[src/rtl/cadd_pkg.sv]
package cadd_pkg;

   localparam int unsigned PRIMARY_OPC  = 31;
   localparam int unsigned XO_ADD_CARRY = 10;
   localparam int unsigned XO_ADD_EXT   = 138;
   localparam int unsigned XO_ADD_ZERO  = 202;
   localparam int unsigned XO_ADD_MONE  = 234;

   typedef enum logic [1:0] {
      OP_CARRY = 2'd0,
      OP_EXT   = 2'd1,
      OP_ZERO  = 2'd2,
      OP_MONE  = 2'd3
   } cadd_op_e;

   typedef struct packed {
      logic lt;
      logic gt;
      logic eq;
      logic so;
   } cond_field_t;

endpackage

[src/rtl/cadd_decode.sv]
module cadd_decode
   import cadd_pkg::*;
#(
   parameter int unsigned IW   = 32,
   parameter int unsigned IDXW = 5
) (
   input  logic [IW-1:0]   instr,
   output logic            legal,
   output cadd_op_e        op,
   output logic [IDXW-1:0] dest,
   output logic            oe,
   output logic            rc
);
   localparam int unsigned OPC_W = 6;
   localparam int unsigned XO_W  = 9;
   localparam int unsigned OPC_LO = IW - OPC_W;
   localparam int unsigned RT_LO  = OPC_LO - IDXW;
   localparam int unsigned OE_POS = XO_W + 1;

   logic [OPC_W-1:0] opc;
   logic [XO_W-1:0]  xo;
   logic             unused_src;

   assign opc  = instr[IW-1:OPC_LO];
   assign dest = instr[OPC_LO-1:RT_LO];
   assign oe   = instr[OE_POS];
   assign xo   = instr[XO_W:1];
   assign rc   = instr[0];
   assign unused_src = ^instr[RT_LO-1:OE_POS+1];

   always_comb begin
      legal = (opc == OPC_W'(PRIMARY_OPC));
      op    = OP_CARRY;
      unique case (xo)
         XO_W'(XO_ADD_CARRY): op = OP_CARRY;
         XO_W'(XO_ADD_EXT):   op = OP_EXT;
         XO_W'(XO_ADD_ZERO):  op = OP_ZERO;
         XO_W'(XO_ADD_MONE):  op = OP_MONE;
         default:             legal = 1'b0;
      endcase
   end
endmodule

[src/rtl/cadd_adder.sv]
module cadd_adder #(
   parameter int unsigned XLEN  = 64,
   parameter bit          SPLIT = 1'b0
) (
   input  logic [XLEN-1:0] a,
   input  logic [XLEN-1:0] b,
   input  logic            cin,
   output logic [XLEN-1:0] sum,
   output logic            cout,
   output logic            sovf
);
   localparam int unsigned HALF = XLEN / 2;

   generate
      if (SPLIT) begin : g_split
         logic [HALF:0]      lo;
         logic [XLEN-HALF:0] hi;
         assign lo = {1'b0, a[HALF-1:0]} + {1'b0, b[HALF-1:0]} + {{HALF{1'b0}}, cin};
         assign hi = {1'b0, a[XLEN-1:HALF]} + {1'b0, b[XLEN-1:HALF]}
                   + {{(XLEN-HALF){1'b0}}, lo[HALF]};
         assign sum  = {hi[XLEN-HALF-1:0], lo[HALF-1:0]};
         assign cout = hi[XLEN-HALF];
      end else begin : g_flat
         logic [XLEN:0] full;
         assign full = {1'b0, a} + {1'b0, b} + {{XLEN{1'b0}}, cin};
         assign sum  = full[XLEN-1:0];
         assign cout = full[XLEN];
      end
   endgenerate

   assign sovf = (a[XLEN-1] == b[XLEN-1]) && (sum[XLEN-1] != a[XLEN-1]);
endmodule

[src/rtl/cadd_flags.sv]
module cadd_flags
   import cadd_pkg::*;
#(
   parameter int unsigned XLEN = 64
) (
   input  logic            exec,
   input  logic            oe,
   input  logic            rc,
   input  logic [XLEN-1:0] sum,
   input  logic            cout,
   input  logic            sovf,
   input  logic            ca_in,
   input  logic            ov_in,
   input  logic            so_in,
   input  logic            so_clr,
   input  cond_field_t     cr_in,
   output logic            ca_nx,
   output logic            ov_nx,
   output logic            so_nx,
   output cond_field_t     cr_nx
);
   logic so_base;
   logic ov_upd;

   assign so_base = so_in & ~so_clr;
   assign ov_upd  = exec & oe;

   always_comb begin
      ca_nx = exec ? cout : ca_in;
      ov_nx = ov_upd ? sovf : ov_in;
      so_nx = so_base | (ov_upd & sovf);
      cr_nx = cr_in;
      if (exec && rc) begin
         cr_nx.lt = sum[XLEN-1];
         cr_nx.eq = (sum == '0);
         cr_nx.gt = ~sum[XLEN-1] & (sum != '0);
         cr_nx.so = so_nx;
      end
   end
endmodule

[src/rtl/carry_add_xu.sv]
module carry_add_xu
   import cadd_pkg::*;
#(
   parameter int unsigned XLEN  = 64,
   parameter int unsigned IW    = 32,
   parameter int unsigned IDXW  = 5,
   parameter bit          SPLIT = 1'b0
) (
   input  logic            clk,
   input  logic            rst_n,
   input  logic            issue_vld,
   input  logic [31:0]     instr,
   input  logic [63:0]     opnd_a,
   input  logic [63:0]     opnd_b,
   input  logic            xer_ca_in,
   input  logic            xer_ov_in,
   input  logic            xer_so_in,
   input  logic [3:0]      cr0_in,
   input  logic            so_clr,
   output logic            wb_en,
   output logic [4:0]      wb_idx,
   output logic [63:0]     wb_data,
   output logic            xer_ca_out,
   output logic            xer_ov_out,
   output logic            xer_so_out,
   output logic [3:0]      cr0_out,
   output logic            illegal
);
   generate
      if (IW != 32) begin : g_bad_iw
         $error("carry_add_xu: IW must be 32");
      end
      if (XLEN != 64) begin : g_bad_xlen
         $error("carry_add_xu: XLEN must match the 64-bit port width");
      end
      if (IDXW != 5) begin : g_bad_idx
         $error("carry_add_xu: IDXW must be 5");
      end
   endgenerate

   logic            legal;
   cadd_op_e        op;
   logic [IDXW-1:0] dest;
   logic            oe, rc, exec;
   logic [XLEN-1:0] b_sel, sum;
   logic            cin, cout, sovf;
   logic            ca_nx, ov_nx, so_nx;
   cond_field_t     cr_nx;

   cadd_decode #(.IW(IW), .IDXW(IDXW)) dec_i (
      .instr (instr),
      .legal (legal),
      .op    (op),
      .dest  (dest),
      .oe    (oe),
      .rc    (rc)
   );

   always_comb begin
      unique case (op)
         OP_CARRY: begin b_sel = opnd_b; cin = 1'b0;      end
         OP_EXT:   begin b_sel = opnd_b; cin = xer_ca_in; end
         OP_ZERO:  begin b_sel = '0;     cin = xer_ca_in; end
         default:  begin b_sel = '1;     cin = xer_ca_in; end
      endcase
   end

   cadd_adder #(.XLEN(XLEN), .SPLIT(SPLIT)) add_i (
      .a    (opnd_a),
      .b    (b_sel),
      .cin  (cin),
      .sum  (sum),
      .cout (cout),
      .sovf (sovf)
   );

   assign exec = issue_vld & legal;

   cadd_flags #(.XLEN(XLEN)) flg_i (
      .exec   (exec),
      .oe     (oe),
      .rc     (rc),
      .sum    (sum),
      .cout   (cout),
      .sovf   (sovf),
      .ca_in  (xer_ca_in),
      .ov_in  (xer_ov_in),
      .so_in  (xer_so_in),
      .so_clr (so_clr),
      .cr_in  (cond_field_t'(cr0_in)),
      .ca_nx  (ca_nx),
      .ov_nx  (ov_nx),
      .so_nx  (so_nx),
      .cr_nx  (cr_nx)
   );

   always_ff @(posedge clk) begin
      if (!rst_n) begin
         wb_en      <= 1'b0;
         wb_idx     <= '0;
         wb_data    <= '0;
         xer_ca_out <= 1'b0;
         xer_ov_out <= 1'b0;
         xer_so_out <= 1'b0;
         cr0_out    <= '0;
         illegal    <= 1'b0;
      end else begin
         wb_en      <= exec;
         wb_idx     <= dest;
         wb_data    <= sum;
         xer_ca_out <= ca_nx;
         xer_ov_out <= ov_nx;
         xer_so_out <= so_nx;
         cr0_out    <= cr_nx;
         illegal    <= issue_vld & ~legal;
      end
   end
endmodule

[config.mk]
export PLATFORM = sky130hd
export DESIGN_NAME = carry_add_xu
export DESIGN_NICKNAME = d
export VERILOG_FILES = /design/src/rtl/cadd_pkg.sv /design/src/rtl/cadd_decode.sv /design/src/rtl/cadd_adder.sv /design/src/rtl/cadd_flags.sv /design/src/rtl/carry_add_xu.sv
export SDC_FILE = /design/constraint.sdc
export NUM_CORES = 1
export LEC_CHECK = 0
export BUFFER_PORTS_ARGS = -buffer_cell sky130_fd_sc_hd__buf_2
export CAP_MARGIN = 15
export CORE_ASPECT_RATIO = 1.1
export CORE_MARGIN = 1
export CORE_UTILIZATION = 48
export DETAILED_ROUTE_END_ITERATION = 12
export PLACE_DENSITY = 0.79
export SYNTH_ARGS = -nofsm -noshare
export SYNTH_HDL_FRONTEND = slang
export SYNTH_SLANG_ARGS = --single-unit
export TNS_END_PERCENT = 1
[constraint.sdc]
create_clock -name clk -period 5.1 [get_ports clk]
set_input_delay 0.51 -clock clk [delete_from_list [all_inputs] [get_ports clk]]
set_output_delay 0.51 -clock clk [all_outputs]
set_load 0.01 [all_outputs]
==> results.toml <==
[status]
outcome = "complete, no violations"

[clocking]
cts_sinks = 78
post_cts_buffers = 0
cts_made_buffers = 9
clk_pin_slew_worst_paths_ps = 70
cts_tree = "built"
htreeDepth = 3
root_buffer = "clkbuf_16"
clock_path_buffers = 2

[worst_setup_path]
arrival_ps = 5050
critPathLaunchType = "input port"
endpoint_kind = "flip-flop"
cp.required_ps = 5390
critical_path_class = "in -> reg"
worst-path-max-fanout = 36

[finish]
final_common_cell = "buf_2"
num-nets-final = 1584
final_area_sq_um = 10200
drive_gt1_share_pct = 31.3
n_antenna_cell = 0
syn2layout_area_growth_pct = 30.7
mostFrequentLayoutCells = "buf_2 (238), buf_4 (119), nor2_1 (97)"

[min_path]
min_path_cells = 2
holdCritStartpoint = "instr[21]"
hold_class = "in -> reg"
min_to = "wb_idx[0]"

[place]
port_buffers = 238
place.gp.congestion = 1.01
place_hpwl_microns = 23200
dpl_cell_area_sq_um = 9910

[global_routing]
antenna_found_initial = 1
grt_max_degree = 58
globalRouteOverflowTotal = 0
globalRouteTotalUtil_pct = 32.9
grt_pass1_vias = 8458
grt_pass1_wl_microns = 42700

[yosys]
synth_top_family_by_area = "compound AO/OA/AOI/OAI gates"
ys_ff_latch = 78
synth_mux_area_share_pct = 1.04
syn_avg_cell_area_sq_um = 7.56
synthArstFlopShare_pct = 0
netlist-cell-type-count = 93
synth-xor-area-share_pct = 4.70
ys_seq_area_share_pct = 20.0
yosysWarnings = 0
synth_cells = 1035
synth_compound_area_share_pct = 31.0
ys.flop_type = "dfxtp_1"
synthAdderAreaFrac_pct = 10.6
synth-simple-area-share_pct = 28.2
syn_nets = 1271
synth-edff-count = 0
syn_area_sq_um = 7820

[power]
seqPwrFrac_pct = 27.8
swShare_pct = 39.5
finalPower_uw = 2540
clkPwrFrac_pct = 26.4
vdd_drop_max_mv = 0.171
p_comb_share_pct = 45.8
p_leak_uw = 0.00501
p_per_area_nw_per_um2 = 248
cellInternalPower_uw = 1540
p_sw_uw = 1000

[floorplanning]
initial_core_util_pct = 49.5
num_io_pins = 249
fp.dieW_microns = 124
die_h_microns = 136
core_sq_um = 15800
dieArea_sq_um = 16800
rows = 48

[route]
wl_per_cell_microns = 17.9
wirelength_microns = 27800
via_per_inst = 5.87
drc_errors = 0
drtAntennaViolNets = 0
route.vias.total = 9109
first_pass_iters = 5
drt-initial-drc-count = 599

[timing]
finalCritPeriodShare_pct = 93.2
setup_viol = 0
rsz0062_at_grt = "no"
fin_crit_ps = 4760
hold_violations = 0
slew_viol_final = 0
fmax_mhz = 210
tightest_slew_ps = 658
relSlewSlack_pct = 55.7

[job]
cap_violations = 0
[registers in the layout, indices dropped and copies added (netlist names)]
| signal | cells |
|---|---|
| wb_idx | 5 |
| xer_ov_out | 1 |
| xer_so_out | 1 |
| xer_ca_out | 1 |
| wb_data | 64 |
| wb_en | 1 |
| cr0_out | 4 |
| illegal | 1 |
[power by group through the flow]
stage | Sequential (uW) | Combinational, uW | Clock (uW)
after global placement | 719 | 1130 | 0
final | 706 | 1160 | 669
after global routing | 713 | 1260 | 698
after CTS | 707 | 1140 | 672
after detailed placement | 720 | 1130 | 0
after floorplan | 759 | 638 | 0
[per-stage QoR]
step / hold WS (ps) / setup TNS [ps] / util [%] / worst slack, ps / instances
after global routing: 363 / 0 / 64.7 / 46.6 / 1553
final: 358 / 0 / 64.7 / 344 / 1553
after floorplan: 624 / 0 / - / 342 / 1035
after global placement: 721 / -66.1 / 62.7 / -48.9 / 1537
after detailed placement: 719 / -118 / 62.7 / -80.3 / 1537
after CTS: 352 / 0 / 64.6 / 247 / 1553
[cell type report]
cell class	count	area [sq um]
Sequential cell	78	1560
Clock buffer	9	225
Tap cell	200	250
Multi-Input combinational cell	881	5940
Clock inverter	7	73.8
Fill cell	1473	5570
Inverter	20	75.1
Timing Repair Buffer	358	2100
[timing repair]
| item | 4_1_cts | 5_1_grt |
|---|---|---|
| hold endpoints to repair | 0 | 0 |
| setup endpoints to repair | 0 | 2 |
| hold buffers | 0 | 0 |
| resized for setup | 0 | 5 |
[logic make-up after synthesis]
| family | Yosys count |
|---|---|
| simple gates | 417 |
| compound gates | 349 |
| flops | 78 |
| buf+inv | 76 |
| fa+ha+maj | 65 |
| xor+xnor | 42 |
| mux | 8 |
[Yosys cell counts (8+ instances only)]
cell / number / area share, %
a31oi_1: 8 / 0.64
a21oi_1: 89 / 5.7
and3_1: 13 / 1.0
nor3_1: 38 / 2.4
clkbuf_1: 33 / 1.6
and2_1: 47 / 3.8
o21ai_1: 8 / 0.51
nor4_1: 15 / 1.2
inv_1: 19 / 0.91
nand2_1: 90 / 4.3
dfxtp_1: 78 / 20
o21bai_1: 9 / 0.86
a21o_1: 84 / 8.1
ha_1: 63 / 10
xor2_1: 18 / 2.0
buf_2: 12 / 0.77
o21ai_0: 49 / 3.1
nor2_1: 98 / 4.7
xnor2_1: 24 / 2.7
or3_1: 17 / 1.4
nand4_1: 25 / 2.0
nand3_1: 22 / 1.4
o211ai_1: 17 / 1.6
[metal layers]
metal	track usage, %	routed length [microns]	vias to the layer above
li1	-	-	4458
met1	41.4	11700	4158
met3	4.15	2170	52
met4	11.7	694	2
met5	0	13	-
met2	56.8	13300	439
[worst max-delay path by stage]
stage / from / end / slack (ps) / cells past startpoint
3_5_place_dp: instr[1] / cr0_out[2] / -80 / 20
5_1_grt: instr[1] / cr0_out[2] / 50 / 20
4_1_cts: instr[1] / cr0_out[2] / 250 / 20
2_1_floorplan: instr[1] / cr0_out[1] / 340 / 19
6_report: instr[1] / cr0_out[1] / 340 / 18
3_3_place_gp: instr[1] / cr0_out[2] / -50 / 20
[worst max-delay path, stage by stage]
cell and delay (ps):
buf_2 100, nand4bb_1 170, nor3_1 250, nand3_2 180, buf_4 280, a21o_1 220
ha_1 440, nand4_1 160, nor3_1 270, o211ai_1 220, a21oi_2 380, nor4_4 120
buf_4 170, o41ai_1 430, xor2_1 130, or4b_1 530, nor4b_1 300, a32o_1 170
(Power assumes the default switching activity.)
